## src/rtl/mimd_dispatch_pkg.sv

```systemverilog
package mimd_dispatch_pkg;
  localparam int unsigned WORD_W_D    = 10;
  localparam int unsigned NUM_UNITS_D = 6;
  localparam int unsigned PAIR_D      = 2;
  localparam int unsigned REGS_D      = 7;
  localparam int unsigned CNT_W_D     = 12;
  localparam int unsigned LOOP_W_D    = 24;

  // Number of issues minus one for a given repeat field
  function automatic logic [CNT_W_D-1:0] issues_minus_one(input logic [CNT_W_D-1:0] cnt);
    return (cnt == '0) ? '0 : cnt - 1'b1;
  endfunction
endpackage

```

## src/rtl/mimd_instr_bank.sv

```systemverilog
module mimd_instr_bank #(
  parameter int unsigned WORD_W = 10,
  parameter int unsigned REGS   = 7,
  parameter int unsigned GRP_W  = 2,
  parameter int unsigned SEL_W  = 3,
  parameter int unsigned GID    = 0
) (
  input  logic                   clk,
  input  logic                   rst_n,
  input  logic                   ld_en,
  input  logic [GRP_W-1:0]       ld_group,
  input  logic [SEL_W-1:0]       ld_index,
  input  logic [WORD_W-1:0]      ld_word,
  output logic [REGS*WORD_W-1:0] bank_flat
);
  logic [WORD_W-1:0] regs_q [REGS];
  logic [REGS-1:0]   wr_en;

  always_comb begin
    for (int i = 0; i < REGS; i++) begin
      wr_en[i] = ld_en && (ld_group == GRP_W'(GID)) && (ld_index == SEL_W'(i));
    end
  end

  genvar r;
  generate
    for (r = 0; r < REGS; r++) begin : g_reg
      always_ff @(posedge clk or negedge rst_n) begin
        if (!rst_n) begin
          regs_q[r] <= '0;
        end else if (wr_en[r]) begin
          regs_q[r] <= ld_word;
        end
      end
      assign bank_flat[r*WORD_W +: WORD_W] = regs_q[r];
    end
  endgenerate
endmodule

```

## src/rtl/mimd_repeat_ctrl.sv

```systemverilog
module mimd_repeat_ctrl
  import mimd_dispatch_pkg::*;
#(
  parameter int unsigned CNT_W = CNT_W_D
) (
  input  logic             clk,
  input  logic             rst_n,
  input  logic             run,
  input  logic             cmd_valid,
  input  logic [CNT_W-1:0] rep_cnt,
  output logic             ready,
  output logic             accept,
  output logic             hold
);
  logic [CNT_W-1:0] rem_q, rem_n;
  logic             rem_en;
  logic [CNT_W-1:0] first_rem;

  assign first_rem = (rep_cnt == '0) ? '0 : rep_cnt - 1'b1;
  assign hold   = (rem_q != '0);
  assign ready  = run && !hold;
  assign accept = cmd_valid && ready;

  always_comb begin
    rem_en = accept || hold;
    if (accept) begin
      rem_n = first_rem;
    end else if (hold) begin
      rem_n = rem_q - 1'b1;
    end else begin
      rem_n = rem_q;
    end
  end

  always_ff @(posedge clk or negedge rst_n) begin
    if (!rst_n) begin
      rem_q <= '0;
    end else if (rem_en) begin
      rem_q <= rem_n;
    end
  end
endmodule

```

## src/rtl/mimd_unit_lane.sv

```systemverilog
module mimd_unit_lane #(
  parameter int unsigned WORD_W = 10,
  parameter int unsigned REGS   = 7,
  parameter int unsigned SEL_W  = 3
) (
  input  logic                   clk,
  input  logic                   rst_n,
  input  logic                   accept,
  input  logic                   hold,
  input  logic [SEL_W-1:0]       sel,
  input  logic [REGS*WORD_W-1:0] bank_flat,
  output logic [WORD_W-1:0]      word,
  output logic                   valid
);
  logic [WORD_W-1:0] word_q, word_n, picked;
  logic              valid_q, valid_n, sel_ok;
  logic              upd_en;

  assign sel_ok = (sel < SEL_W'(REGS));

  always_comb begin
    picked = '0;
    for (int i = 0; i < REGS; i++) begin
      if (sel == SEL_W'(i)) picked = bank_flat[i*WORD_W +: WORD_W];
    end
  end

  always_comb begin
    upd_en  = !hold;
    valid_n = 1'b0;
    word_n  = '0;
    if (accept) begin
      valid_n = sel_ok;
      word_n  = sel_ok ? picked : '0;
    end
  end

  always_ff @(posedge clk or negedge rst_n) begin
    if (!rst_n) begin
      word_q  <= '0;
      valid_q <= 1'b0;
    end else if (upd_en) begin
      word_q  <= word_n;
      valid_q <= valid_n;
    end
  end

  assign word  = word_q;
  assign valid = valid_q;
endmodule

```

## src/rtl/mimd_dispatch.sv

```systemverilog
module mimd_dispatch
  import mimd_dispatch_pkg::*;
#(
  parameter int unsigned WORD_W    = WORD_W_D,
  parameter int unsigned NUM_UNITS = NUM_UNITS_D,
  parameter int unsigned PAIR      = PAIR_D,
  parameter int unsigned REGS      = REGS_D,
  parameter int unsigned CNT_W     = CNT_W_D,
  parameter int unsigned LOOP_W    = LOOP_W_D,
  localparam int unsigned NUM_GRP  = NUM_UNITS / PAIR,
  localparam int unsigned GRP_W    = (NUM_GRP > 1) ? $clog2(NUM_GRP) : 1,
  localparam int unsigned SEL_W    = $clog2(REGS + 1)
) (
  input  logic                        clk,
  input  logic                        rst_n,
  input  logic                        ld_en,
  input  logic [GRP_W-1:0]            ld_group,
  input  logic [SEL_W-1:0]            ld_index,
  input  logic [WORD_W-1:0]           ld_word,
  input  logic                        cmd_valid,
  input  logic [NUM_UNITS*SEL_W-1:0]  cmd_sel,
  input  logic [LOOP_W-1:0]           loop_reg,
  output logic                        cmd_ready,
  output logic [NUM_UNITS*WORD_W-1:0] ub_word,
  output logic [NUM_UNITS-1:0]        ub_valid
);
  // Reset synchronizer: asserts asynchronously, releases on the clock
  logic rst_meta_q, rst_sync_q;
  always_ff @(posedge clk or negedge rst_n) begin
    if (!rst_n) begin
      rst_meta_q <= 1'b0;
      rst_sync_q <= 1'b0;
    end else begin
      rst_meta_q <= 1'b1;
      rst_sync_q <= rst_meta_q;
    end
  end

  logic accept, hold;
  logic unused_branch_bits;
  assign unused_branch_bits = ^loop_reg[LOOP_W-1:CNT_W];

  mimd_repeat_ctrl #(.CNT_W(CNT_W)) u_rep (
    .clk      (clk),
    .rst_n    (rst_sync_q),
    .run      (rst_sync_q),
    .cmd_valid(cmd_valid),
    .rep_cnt  (loop_reg[CNT_W-1:0]),
    .ready    (cmd_ready),
    .accept   (accept),
    .hold     (hold)
  );

  logic [REGS*WORD_W-1:0] bank_flat [NUM_GRP];

  genvar g, u;
  generate
    for (g = 0; g < NUM_GRP; g++) begin : g_bank
      mimd_instr_bank #(
        .WORD_W(WORD_W), .REGS(REGS), .GRP_W(GRP_W), .SEL_W(SEL_W), .GID(g)
      ) u_bank (
        .clk      (clk),
        .rst_n    (rst_sync_q),
        .ld_en    (ld_en),
        .ld_group (ld_group),
        .ld_index (ld_index),
        .ld_word  (ld_word),
        .bank_flat(bank_flat[g])
      );
    end

    for (u = 0; u < NUM_UNITS; u++) begin : g_lane
      mimd_unit_lane #(.WORD_W(WORD_W), .REGS(REGS), .SEL_W(SEL_W)) u_lane (
        .clk      (clk),
        .rst_n    (rst_sync_q),
        .accept   (accept),
        .hold     (hold),
        .sel      (cmd_sel[u*SEL_W +: SEL_W]),
        .bank_flat(bank_flat[u / PAIR]),
        .word     (ub_word[u*WORD_W +: WORD_W]),
        .valid    (ub_valid[u])
      );
    end
  endgenerate
endmodule

```

## config.mk

```make
export PLATFORM = sky130hd
export DESIGN_NAME = mimd_dispatch
export DESIGN_NICKNAME = d
export VERILOG_FILES = /design/src/rtl/mimd_dispatch_pkg.sv /design/src/rtl/mimd_instr_bank.sv /design/src/rtl/mimd_repeat_ctrl.sv /design/src/rtl/mimd_unit_lane.sv /design/src/rtl/mimd_dispatch.sv
export SDC_FILE = /design/constraint.sdc
export NUM_CORES = 1
export LEC_CHECK = 0
export ABC_CLOCK_PERIOD_IN_PS = 8500
export BUFFER_PORTS_ARGS = -buffer_cell sky130_fd_sc_hd__buf_2
export CORE_MARGIN = 3
export CORE_UTILIZATION = 50
export DETAILED_ROUTE_END_ITERATION = 10
export GPL_TIMING_DRIVEN = 1
export PLACE_DENSITY_LB_ADDON = 0.1
export SLEW_MARGIN = 40
export SYNTH_ARGS = -nofsm -noshare
export SYNTH_HDL_FRONTEND = slang
export SYNTH_SLANG_ARGS = --single-unit
```

## constraint.sdc

```tcl
create_clock -name clk -period 8.5 [get_ports clk]
set_input_delay 1.275 -clock clk [delete_from_list [all_inputs] [get_ports clk]]
set_output_delay 1.275 -clock clk [all_outputs]
set_load 0.005 [all_outputs]
```

* Word level (Yosys, flattened, before mapping)
Index checks and enable logic that the tools add are counted.
** Storage, ports and cells
- Bits in registers :: 290
- Input port bits :: 61
- Output and inout port bits :: 67
** Operators by class
- Add/sub/neg operators :: 2
- $lt $le $gt $ge :: 6
- Equality and inequality tests :: 44
- Mux-type cells :: 63
- Reduce and logical (&&, ||, !) cells :: 40
** Operators with widths (number)
- 10-bit two-way mux :: 54
- 3-bit equality test (second input constant) :: 21
- 3-bit by 2-bit equality test with 1-bit output (second input constant) :: 14
- 12-bit two-way mux :: 3
- 1-bit logical AND :: 26
- 12-bit by 1-bit subtractor with 12-bit output (second input constant) :: 2
- 3-bit by 1-bit equality test with 1-bit output (second input constant) :: 7
- 3-bit zero test :: 7
- 3-bit < comparator (second input constant) :: 6
- 12-bit zero test :: 1
- 12-bit nonzero test :: 1
- 1-bit two-way mux :: 6
- 2-bit by 1-bit equality test with 1-bit output (second input constant) :: 1
- 2-bit equality test (second input constant) :: 1
- 2-bit zero test :: 1
- 2-bit AND reduction :: 1
- 2-bit nonzero test :: 1
- 1-bit zero test :: 1
- 1-bit logical OR :: 1

* Longest topological paths before layout
Gate-level depths: netlist of the first run.
- Word-level depth :: 10
- Mapped depth :: 8

* Cells and area by module
From an unflattened synthesis of the first run, not the netlist that was laid out.
** Unflattened totals
- Cell total of the unflattened synthesis :: 1525
- Area total of the unflattened synthesis :: 16056.6 µm²
** By module, submodules not included
- mimd_unit_lane :: times used 6, cells an instance 157, area each 1168.6 µm², seq. area each 275.3 µm²
- mimd_instr_bank (g_bank[1].u_bank ...) :: times used 2, cells an instance 156, area each 2655.0 µm², seq. area each 1751.7 µm²
- mimd_instr_bank (g_bank[0].u_bank) :: times used 1, cells an instance 155, area each 2657.5 µm², seq. area each 1751.7 µm²
- mimd_repeat_ctrl :: times used 1, cells an instance 113, area each 1023.5 µm², seq. area each 300.3 µm²
- mimd_dispatch :: times used 1, cells an instance 3, area each 53.8 µm², seq. area each 50.0 µm²

* Worst setup path before layout of the first run
OpenSTA, ideal clock, no wires.
- Path kind :: register to output
- Start :: register rst_sync_q
- End :: output port cmd_ready
- Data arrival time :: 7.198 ns
- Required time :: 7.225 ns
- Slack :: 0.027 ns
- Stages on the path, launching flop included :: 2
- Path buffers :: 0
- Cell sequence :: dfrtp_1 and2_1
** Between the ends
- Word-level cells in the longest chain between the ends :: 1
** Ends and longest elaborated chain
- start: declaration :: RTL line mimd_dispatch.sv:28 : logic rst_meta_q, rst_sync_q;
- start signal: assignment :: RTL line mimd_dispatch.sv:35 : rst_sync_q <= rst_meta_q;
- 1-bit logical AND :: RTL line mimd_repeat_ctrl.sv:21 : assign ready = run && !hold;
- end: declaration :: RTL line mimd_dispatch.sv:23 : output logic cmd_ready,
No other way between the ends.

* Final worst setup path of the first run
- Start :: register u_rep.rem_q[0]
- End :: output port cmd_ready
** Between the ends
- Word-level cells in the longest chain between the ends :: 3
** Ends and longest elaborated chain
- start: declaration :: RTL line mimd_repeat_ctrl.sv:15 : logic [CNT_W-1:0] rem_q, rem_n;
- start signal: assignment :: RTL line mimd_repeat_ctrl.sv:39 : rem_q <= rem_n;
- 12-bit nonzero test :: RTL line mimd_repeat_ctrl.sv:20 : assign hold = (rem_q != '0);
- 1-bit zero test
- 1-bit logical AND :: RTL line mimd_repeat_ctrl.sv:21
No other way between the ends.

==> results of run 1 <==
worst reg2reg max path, delay by kind of cell, from the launching register on:
kind	cells	cell delay, ns
buffers and inverters	4	2.06
DFF	1	0.68
flip-flops by register name (all words and copies together) (netlist names):
signal / cells
g_lane.u_lane.valid: 6
rst_meta_q: 1
g_lane.u_lane.word: 60
u_rep.rem_q: 12
g_bank.u_bank.bank_flat: 210
rst_sync_q: 1
per-layer routing:
| layer | global-route usage | part of all wire | vias to the layer above |
|---|---|---|---|
| met5 | 0 | 0.00068 | - |
| met1 | 0.371 | 0.45 | 5628 |
| met4 | 0.0686 | 0.023 | 4 |
| met3 | 0.0451 | 0.061 | 68 |
| met2 | 0.404 | 0.46 | 335 |
| li1 | - | - | 5083 |
layout make-up:
| class | instances | area, sq um | share of cell area |
|---|---|---|---|
| well taps | 384 | 480 | 0.0287 |
| flip-flops and latches | 290 | 7260 | 0.433 |
| diodes | 3 | 7.51 | 0.000448 |
| repair buffers | 123 | 672 | 0.0401 |
| multi-input cells | 939 | 7230 | 0.431 |
| inverters | 19 | 71.3 | 0.00425 |
| clock buffers | 50 | 1000 | 0.0598 |
| clock inverters | 7 | 42.5 | 0.00254 |
cells in the final DEF (no fill, tap or decap), drive strengths merged, types with 3 or more instances in the layout:
cell type,Yosys,final
diode,0,3
a21o,20,20
a211oi,20,20
clkbuf,71,50
dfrtp,290,290
mux2i,119,119
o221ai,4,4
clkinv,4,9
inv,15,17
buf,38,123
nand3,18,18
a22oi,10,10
o31ai,28,28
o2111ai,23,23
xnor2,4,4
nand4,4,4
and2,5,5
nor3,8,8
o22ai,57,57
nor2,87,87
nor3b,6,6
ha,4,4
a21boi,21,21
o2bb2ai,26,26
nand2,117,117
xor2,4,4
mux4,4,4
o21ai,51,51
nand3b,7,7
o211ai,3,3
mux2,210,210
or2,12,12
nand2b,11,11
or4,3,3
nor4,5,5
a21oi,28,28
where the power goes:
group | switching (mW) | internal [mW]
registers | 0.146 | 1.58
clock network | 0.559 | 0.815
logic | 0.279 | 0.278
cell families (layout without fill, tap and decap cells):
kind of cell,count (synthesis),count (layout),synth area share
buf+inv,128,199,0.0361
other cells,1,4,0.000250
compound gates,296,296,0.137
simple gates,297,297,0.0934
flops,290,290,0.483
fa+ha+maj,4,4,0.00333
mux,333,333,0.243
xor+xnor,8,8,0.00466
through the flow:
step           hold slack (ns)  setup WS, ns  std cells
5_1_grt                  0.292          4.73       1814
4_1_cts                  0.272          4.87       1811
2_1_floorplan            0.331          3.10       1357
6_report                 0.261          4.89       1815
3_5_place_dp             0.268          5.02       1754
3_3_place_gp             0.268          5.05       1754
final timing paths:
kind / start / endpoint
max reg2reg: rst_sync_q$_DFF_PN0_ / g_lane[3].u_lane.word[1]$_DFFE_PN0N_
min in group clk: rst_meta_q$_DFF_PN0_ / rst_sync_q$_DFF_PN0_
min reg2reg: rst_sync_q$_DFF_PN0_ / g_bank[0].u_bank.bank_flat[63]$_DFFE_PN0P_
min: rst_sync_q$_DFF_PN0_ / g_bank[0].u_bank.bank_flat[63]$_DFFE_PN0P_
max: u_rep.rem_q[0]$_DFFE_PN0P_ / cmd_ready
max in group asynchronous: rst_sync_q$_DFF_PN0_ / g_lane[3].u_lane.word[1]$_DFFE_PN0N_
==> impl_results.md, run 1 <==
* Slowest cell delay on critical path at approximately 0.44 ns
* Vias in the first global route at ~11k
* Area post-placement at approximately 16000 sq um
* Gr usage total at 0.257
* Fmax at ~280 MHz
* Post-synth EDFFs at 0
* PortBufs at about 120
* Share of layout cells above drive strength 1 at 0.293
* Initial Util at 0.515
* Critical-path cell list: inv_1 > ha_1 > nor4b_4 > and4b_1 > buf_4 > and2_1 > buf_2
* Period utilization at 0.425
* Hpwl dp at ~26000 microns
* Synth top cells by count: dfrtp_1, mux2_2, mux2i_1
* Synth cell types at 55
* Setup Fix Bufs, Post-CTS at 0
* Leakage at 7.49 nW
* Drt pass-1 iters at 4
* Worst path bufs/invs at 3
* Synth Net Count at about 1.4k
* Final routed DRC violation total at 0
* Critical Path RT at 7.22 ns
* Clock root buffer: clkbuf_16
* Max-cap violations at 0
* Startpoint Class: register
* Die X at 179 microns
* Synth warnings at 0
* Slew HR at 0.434
* Area Growth Syn to Fin at 11.6%
* Post-route minimum period at ~3.6 ns
* DIE AREA at 32200 sq um
* IO Pins at 128
* CP endpoint kind: primary output
* Final setup violation count at 0
* Initial drt markers at 874
* Clk_lat worst skew at 0.51 ns
* Reg-to-reg slack, setup at roughly 5.8 ns
* Final Cell Area at around 17000 sq um
* Cell taking the most area after synthesis: dfrtp_1
* Fillcell total at between 2k and 3k
* Final total power at roughly 3.7 mW
* Post-CTS sizing at 0
* Max FO, Critical Path at 13
* Most frequent cell after synthesis: dfrtp_1
* Routability cong. at 0.819
* Worst Max-Slew Pin Slew at ~0.85 ns
* # rows at 62
* Skew final at between 0.02 and 0.025 ns
* DR vias/cell at 6.13
* Die height at 179 microns
* Pwr per Cell Area at ~220 nW/um^2
* Gr ovfl total at 0
* Clk slew on worst S/H paths at around 0.06 ns
* Avg Cell Area, Syn at about 11 sq um
* Critical path depth at 7
* R2r worst-path depth at 4
* Crit Path Class: register to primary output
* Hold Fails Final Rpt at 0
* Top_reg_cell synth: dfrtp_1
* Initial antenna violation count at 5
* First-pass GRT wire length at between 60000 and 70000 microns
* Post-Syn Instances at 1357
* Via Count at between 10k and 15k
* Largest net degree at the start of global routing at 157
* Hold bufs inserted after CTS at 0
* Clock Tree Buf Depth at 3
* Routed length per instance at 22.7 microns
* CP arrival at between 2 and 2.5 ns
* VDD IR max at approximately 0.18 mV
* Final Util at 0.575
* RSZ-0062 raised after global routing: false
* WL final at between 40000 and 50000 microns
* Fin Setup TNS at 0 ns
* Fin. max-slew vios at 0
* Final nets at around 1.5k
* Core region area at approximately 30000 sq um
* Yosys reg bits at 290
* Top delay family on crit path: simple AND/OR/NAND/NOR gates
* Fraction of registers with async set/reset at 1.00
* Top cell type's share of synthesized area at 0.483
* Crit-path slowest cell: dfrtp_1
* Antenna Nets Post-Route at 0
* TritonCTS Buffers at 34
* H-Tree Depth at 2
* Synth area leaders: dfrtp_1, mux2_2, mux2i_1
* CTS tree: done
* Syn Std Cell Area at ~15000 sq um
* Post-synthesis sequential area ratio at 0.483
* Outcome: finished clean
* Clock Sinks at a little under 300
* Worst min-delay path class: register to asynchronous set/reset pin
No activity file was read; power rests on OpenSTA's default activity.
==> run 2, diff against run 1 <==
--- a/config.mk
+++ b/config.mk
@@ -5,7 +5,7 @@
 export SDC_FILE = /design/constraint.sdc
 export NUM_CORES = 1
 export LEC_CHECK = 0
-export ABC_CLOCK_PERIOD_IN_PS = 8500
+export ABC_CLOCK_PERIOD_IN_PS = 3000
 export BUFFER_PORTS_ARGS = -buffer_cell sky130_fd_sc_hd__buf_2
 export CORE_MARGIN = 3
 export CORE_UTILIZATION = 50
==> constraint.sdc (replaced) <==
create_clock -name clk -period 3 [get_ports clk]
set_input_delay 0.45 -clock clk [delete_from_list [all_inputs] [get_ports clk]]
set_output_delay 0.45 -clock clk [all_outputs]
set_load 0.005 [all_outputs]
==> impl_results.md, run 2 (same netlist as run 1, synthesis figures left out) <==
* Worst Hold Depth at 2
* Clk slew on worst S/H paths at 0.05 ns (was 0.06 ns)
* First-pass GRT wire length at 65100 microns (was 64300 microns)
* VDD IR max at 0.405 mV (was 0.181 mV)
* IO Pins at 128 (unchanged)
* Slowest cell delay on critical path at 0.48 ns (was 0.44 ns)
* Die height at 179 microns (unchanged)
* Worst min-delay path class: input port to register (was register to asynchronous set/reset pin)
* Max FO, Critical Path at 8 (was 13)
* Setup Fix Bufs, Post-CTS at 0 (unchanged)
* Critical-path cell list: inv_1 > ha_1 > nor4b_4 > and4b_1 > and2_1 > buf_2 (was inv_1 > ha_1 > nor4b_4 > and4b_1 > buf_4 > and2_1 > buf_2)
* Final Util at 0.582 (was 0.575)
* Reg-to-reg slack, setup at 0.54 ns (was 5.79 ns)
* Vias in the first global route at 11.2k (was 11.0k)
* TritonCTS Buffers at 35 (was 34)
* Routability cong. at 0.845 (was 0.819)
* R2r startpoint: u_rep.rem_q[0]$_DFFE_PN0P_ (was rst_sync_q$_DFF_PN0_)
* Antenna Nets Post-Route at 0 (unchanged)
* Hold WS at 0.187 ns (was 0.261 ns)
* Crit-path slowest cell: and4b_1 (was dfrtp_1)
* CP arrival at 2.29 ns (was 2.33 ns)
* Clock Sinks at 290 (unchanged)
* Largest net degree at the start of global routing at 95 (was 157)
* Area Growth Syn to Fin at 13.1% (was 11.6%)
* R2r worst-path depth at 7 (was 4)
* Final Cell Area at 17000 sq um (was 16800 sq um)
* Final setup violation count at 0 (unchanged)
* Clock Tree Buf Depth at 3 (unchanged)
* Initial drt markers at 947 (was 874)
* Critical Path RT at 2.55 ns (was 7.22 ns)
* Die X at 179 microns (unchanged)
* Core region area at 29200 sq um (unchanged)
* Most frequent cells in the layout: dfrtp_1, mux2_2, mux2i_1 (unchanged)
* Period utilization at 0.915
* CTS tree: done (unchanged)
* DIE AREA at 32200 sq um (unchanged)
* Worst Max-Slew Pin Slew at 0.763 ns (was 0.846 ns)
* Fin. max-slew vios at 0 (unchanged)
* Initial Util at 0.515 (unchanged)
* Post-CTS sizing at 0 (unchanged)
* Crit Path Class: register to primary output (unchanged)
* Share of layout cells above drive strength 1 at 0.300 (was 0.293)
* Gr ovfl total at 0 (unchanged)
* DR vias/cell at 6.06 (was 6.13)
* Area post-placement at 15900 sq um (was 15700 sq um)
* Pre-CTS WS at 0.529 ns (was 5.02 ns)
* Post-route minimum period at roughly 2.7 ns
* Worst path bufs/invs at 2 (was 3)
* Final nets at 1492 (was 1472)
* Initial antenna violation count at 6 (was 5)
* Max-cap violations at 0 (unchanged)
* Clk_lat worst skew at 0.52 ns (was 0.51 ns)
* Via Count at 11.1k (about the same)
* Slew HR at 0.491 (was 0.434)
* CP endpoint kind: primary output (unchanged)
* Hpwl dp at 27300 microns (was 26400 microns)
* Drt pass-1 iters at 5 (was 4)
* WL final at 41400 microns (was 41200 microns)
* Final routed DRC violation total at 0 (unchanged)
* Skew final at 0.0184 ns (was 0.0209 ns)
* RR Endpoint: g_lane[4].u_lane.word[7]$_DFFE_PN0N_ (was g_lane[3].u_lane.word[1]$_DFFE_PN0N_)
* HP Start: loop_reg[0]
* Setup ws final at 0.255 ns (was 4.89 ns)
* RSZ-0062 raised after global routing: false (unchanged)
* # rows at 62 (unchanged)
* Clock root buffer: clkbuf_16 (unchanged)
* Startpoint Class: register (unchanged)
* Most common cell after layout, fill and taps aside: dfrtp_1 (unchanged)
* Top delay family on crit path: simple AND/OR/NAND/NOR gates (unchanged)
* Fmax at approximately 360 MHz
* Hold bufs inserted after CTS at 1 (was 0)
* H-Tree Depth at 2 (unchanged)
* Pwr per Cell Area at 620 nW/um^2 (was 218 nW/um^2)
* Leakage at 7.60 nW (was 7.49 nW)
* Outcome: finished clean (unchanged)
* Hold Fails Final Rpt at 0 (unchanged)
* Number of flip-flops in the largest register at 210 (unchanged)
* Hold path endpoint: u_rep.rem_q[0]$_DFFE_PN0P_
* Routed length per instance at 22.5 microns (was 22.7 microns)
* PortBufs at 115 (unchanged)
* Gr usage total at 0.261 (was 0.257)
## run 2: cell count changes in the layout (fill, tap and decap cells not counted), moves of 2 or more
cell       change
nor2_2         -2
buf_12         +2
buf_4         +17
nand3_1        -3
nor2_1         +2
clkbuf_8       -4
o21ai_1       +22
clkbuf_1       +8
o21ai_0       -22
clkbuf_16      +2
nand3_2        +3
## run 2: through the flow
stage,power [mW],setup TNS [ns],cells
2_1_floorplan,6.06,-24.35,1357
3_5_place_dp,6.54,0,1772
5_1_grt,11.0,0,1839
6_report,10.5,0,1839
3_3_place_gp,6.47,0,1771
4_1_cts,10.6,0,1836
## run 2: worst max path at each step
stage / endpoint / startpoint / depth (start not counted) / slack [ns]
after CTS: cmd_ready / u_rep.rem_q[0]$_DFFE_PN0P_ / 6 / 0.21
after global placement: g_lane[4].u_lane.word[0]$_DFFE_PN0N_ / u_rep.rem_q[0]$_DFFE_PN0P_ / 7 / 0.60
after detailed placement: g_lane[4].u_lane.word[4]$_DFFE_PN0N_ / u_rep.rem_q[0]$_DFFE_PN0P_ / 7 / 0.53
after global routing: cmd_ready / u_rep.rem_q[0]$_DFFE_PN0P_ / 6 / 0.06
after floorplan: g_lane[1].u_lane.word[0]$_DFFE_PN0N_ / rst_sync_q$_DFF_PN0_ / 6 / -0.37
final: cmd_ready / u_rep.rem_q[0]$_DFFE_PN0P_ / 6 / 0.26
## run 2: area by class of cell
type                       count  area [sq um]
antenna                        2          5.00
clock buffer                  56          1030
clock inverter                 7          63.8
fill                        2583         12200
inverter                      19          71.3
multi-input combinational    939          7240
sequential                   290          7260
tap                          384           480
timing repair buffer         142           838
## run 2: worst reg2reg max path: stages (launching register included)
cell	delay, ns
dfrtp_1	0.43
inv_1	0.10
ha_1	0.15
nor4b_4	0.35
and4b_1	0.49
buf_4	0.27
nand3_2	0.27
o31ai_1	0.32
## run 2: routing by layer
metal / track usage / up-vias / share of wire
li1: - / 5123 / -
met1: 0.375 / 5589 / 0.45
met2: 0.405 / 343 / 0.46
met3: 0.0415 / 81 / 0.061
met4: 0.0886 / 6 / 0.029
met5: 0 / - / 0.0011
## run 2: where the power goes
group / switching (mW) / internal [mW]
sequential: 0.406 / 4.47
clock: 1.61 / 2.43
combinational: 0.807 / 0.803
==> run 3, diff against run 2 <==
--- a/config.mk
+++ b/config.mk
@@ -8,7 +8,7 @@
 export ABC_CLOCK_PERIOD_IN_PS = 3000
 export BUFFER_PORTS_ARGS = -buffer_cell sky130_fd_sc_hd__buf_2
 export CORE_MARGIN = 3
-export CORE_UTILIZATION = 50
+export CORE_UTILIZATION = 55
 export DETAILED_ROUTE_END_ITERATION = 10
 export GPL_TIMING_DRIVEN = 1
 export PLACE_DENSITY_LB_ADDON = 0.1
==> impl_results.md, run 3 (same netlist as run 1, synthesis figures left out) <==
* Most common cell after layout, fill and taps aside: dfrtp_1 (unchanged)
* DIE AREA at 29300 sq um (was 32200 sq um)
* Max FO, Critical Path at 13 (was 8)
* First-pass GRT wire length at 64200 microns (was 65100 microns)
* FF/Latch Area at 7260 sq um (unchanged)
* Antenna cells at 0 (was 2)
* Gr ovfl total at 0 (unchanged)
* Worst path bufs/invs at 3 (was 2)
* Most frequent cells in the layout: dfrtp_1, mux2_2, mux2i_1 (unchanged)
* Clk slew on worst S/H paths at 0.06 ns (was 0.05 ns)
* Final setup violation count at 0 (unchanged)
* Slew HR at 0.451 (was 0.491)
* Initial antenna violation count at 3 (was 6)
* Post-route minimum period at 2.80 ns (was 2.74 ns)
* IO Pins at 128 (unchanged)
* Fin. max-slew vios at 0 (unchanged)
* Crit-path slowest cell: dfrtp_1 (was and4b_1)
* Core region area at 26400 sq um (was 29200 sq um)
* Clk_lat worst skew at 0.51 ns (was 0.52 ns)
* Outcome: finished clean (unchanged)
* Largest net degree at the start of global routing at 123 (was 95)
* Final nets at 1489 (was 1492)
* PortBufs at 115 (unchanged)
* H-Tree Depth at 2 (unchanged)
* Post-CTS sizing at 0 (unchanged)
* Skew final at 0.0132 ns (was 0.0184 ns)
* Die X at 171 microns (was 179 microns)
* Pwr per Cell Area at 633 nW/um^2 (was 620 nW/um^2)
* DR vias/cell at 6.33 (was 6.06)
* TritonCTS Buffers at 34 (was 35)
* Antenna Nets Post-Route at 0 (unchanged)
* VDD IR max at 0.390 mV (was 0.405 mV)
* Critical-path cell list: inv_1 > ha_1 > nor4b_4 > and4b_1 > buf_4 > and2_1 > buf_2 (was inv_1 > ha_1 > nor4b_4 > and4b_1 > and2_1 > buf_2)
* Area of the multi-input gates at 7240 sq um (unchanged)
* Final routed DRC violation total at 0 (unchanged)
* CP arrival at 2.35 ns (was 2.29 ns)
* Number of flip-flops in the largest register at 210 (unchanged)
* Pre-CTS WS at 0.712 ns (was 0.529 ns)
* Via Count at 11.3k (was 11.1k)
* CP endpoint kind: primary output (unchanged)
* Share of layout cells above drive strength 1 at 0.301 (was 0.300)
* Routability cong. at 0.872 (was 0.845)
* Initial drt markers at 994 (was 947)
* Worst Max-Slew Pin Slew at 0.820 ns (was 0.763 ns)
* RSZ-0062 raised after global routing: false (unchanged)
* CTS tree: done (unchanged)
* Clock Sinks at 290 (unchanged)
* Top delay family on crit path: simple AND/OR/NAND/NOR gates (unchanged)
* Fmax at 357 MHz (was 364 MHz)
* Area post-placement at 15800 sq um (was 15900 sq um)
* Clock root buffer: clkbuf_16 (unchanged)
* Startpoint Class: register (unchanged)
* Die height at 171 microns (was 179 microns)
* Gr usage total at 0.282 (was 0.261)
* Period utilization at 0.934 (was 0.915)
* Worst min-delay path class: input port to register (unchanged)
* Leakage at 7.61 nW (was 7.60 nW)
* Fillcell total at 2171 (was 2583)
* Initial Util at 0.569 (was 0.515)
* Final Cell Area at 17000 sq um (about the same)
* Drt pass-1 iters at 7 (was 5)
* Critical Path RT at 2.55 ns (about the same)
* Max-cap violations at 0 (unchanged)
* Setup ws final at 0.199 ns (was 0.255 ns)
* Routed length per instance at 23.3 microns (was 22.5 microns)
* Crit Path Class: register to primary output (unchanged)
* Vias in the first global route at 11.0k (was 11.2k)
* # rows at 59 (was 62)
* Hpwl dp at 26500 microns (was 27300 microns)
* WL final at 41400 microns (about the same)
* Hold Fails Final Rpt at 0 (unchanged)
* Area Growth Syn to Fin at 12.9% (was 13.1%)
* Clock Tree Buf Depth at 3 (unchanged)
* Slowest cell delay on critical path at 0.44 ns (was 0.48 ns)
## run 3: changes by cell type in the layout (fill, tap and decap cells not counted), moves of 2 or more
cell,before,now
clkbuf_8,3,5
buf_4,22,20
clkbuf_1,16,10
bufinv_16,1,3
diode_2,2,0
clkinv_2,5,2
## run 3: layout make-up
class                   count  area share
repair buffers            140      0.0486
clock buffers              52      0.0609
clock inverters             6     0.00642
well taps                 335      0.0247
flip-flops and latches    290       0.428
inverters                  19     0.00421
multi-input cells         939       0.427
## run 3: where the power goes
part | switching (mW) | leakage [nW] | internal [mW]
sequential | 0.423 | 3.40 | 4.47
clock | 1.62 | 0.558 | 2.62
combinational | 0.804 | 3.65 | 0.802
total | 2.84 | 7.61 | 7.90
## run 3: metrics by stage
step / setup TNS, ns / hold slack, ns / std cells / utilization / total power, mW
6_report: 0 / 0.162 / 1781 / 0.642 / 10.7
4_1_cts: 0 / 0.149 / 1781 / 0.642 / 10.8
2_1_floorplan: -24.35 / 0.154 / 1357 / - / 6.06
3_3_place_gp: 0 / 0.169 / 1721 / 0.597 / 6.46
5_1_grt: 0 / 0.169 / 1781 / 0.642 / 11.2
3_5_place_dp: 0 / 0.166 / 1722 / 0.598 / 6.54
## run 3: routing by layer
metal  wire (microns)  global-route usage
met4              968              0.0763
met2            18800               0.436
met5               23                   0
met3             3090              0.0480
met1            18500               0.417
## run 3: worst paths after layout
| check | cells after the start | start | slack [ns] | end |
|---|---|---|---|---|
| setup / recovery | 7 | u_rep.rem_q[0]$_DFFE_PN0P_ | 0.20 | cmd_ready |
| hold / removal | 2 | loop_reg[0] | 0.16 | u_rep.rem_q[0]$_DFFE_PN0P_ |
| setup reg to reg | 7 | u_rep.rem_q[0]$_DFFE_PN0P_ | 0.67 | g_lane[4].u_lane.word[6]$_DFFE_PN0N_ |
| hold reg to reg | 0 | rst_sync_q$_DFF_PN0_ | 0.17 | g_bank[2].u_bank.bank_flat[9]$_DFFE_PN0P_ |
| max in group asynchronous | 2 | rst_sync_q$_DFF_PN0_ | 1.72 | g_bank[1].u_bank.bank_flat[48]$_DFFE_PN0P_ |
| min in group asynchronous | 0 | rst_sync_q$_DFF_PN0_ | 0.17 | g_bank[2].u_bank.bank_flat[9]$_DFFE_PN0P_ |
## run 3: worst register-to-register path, stage by stage (launching register included)
cell     delay [ns]
dfrtp_1        0.44
inv_1          0.11
ha_1           0.15
nor4b_4        0.35
and4b_1        0.26
buf_4          0.26
nand3_2        0.32
o31ai_1        0.34
## run 3: repair_timing
item	CTS	global route
hold endpoints to repair	2	0
setup buffers	0	0
hold buffers	1	0
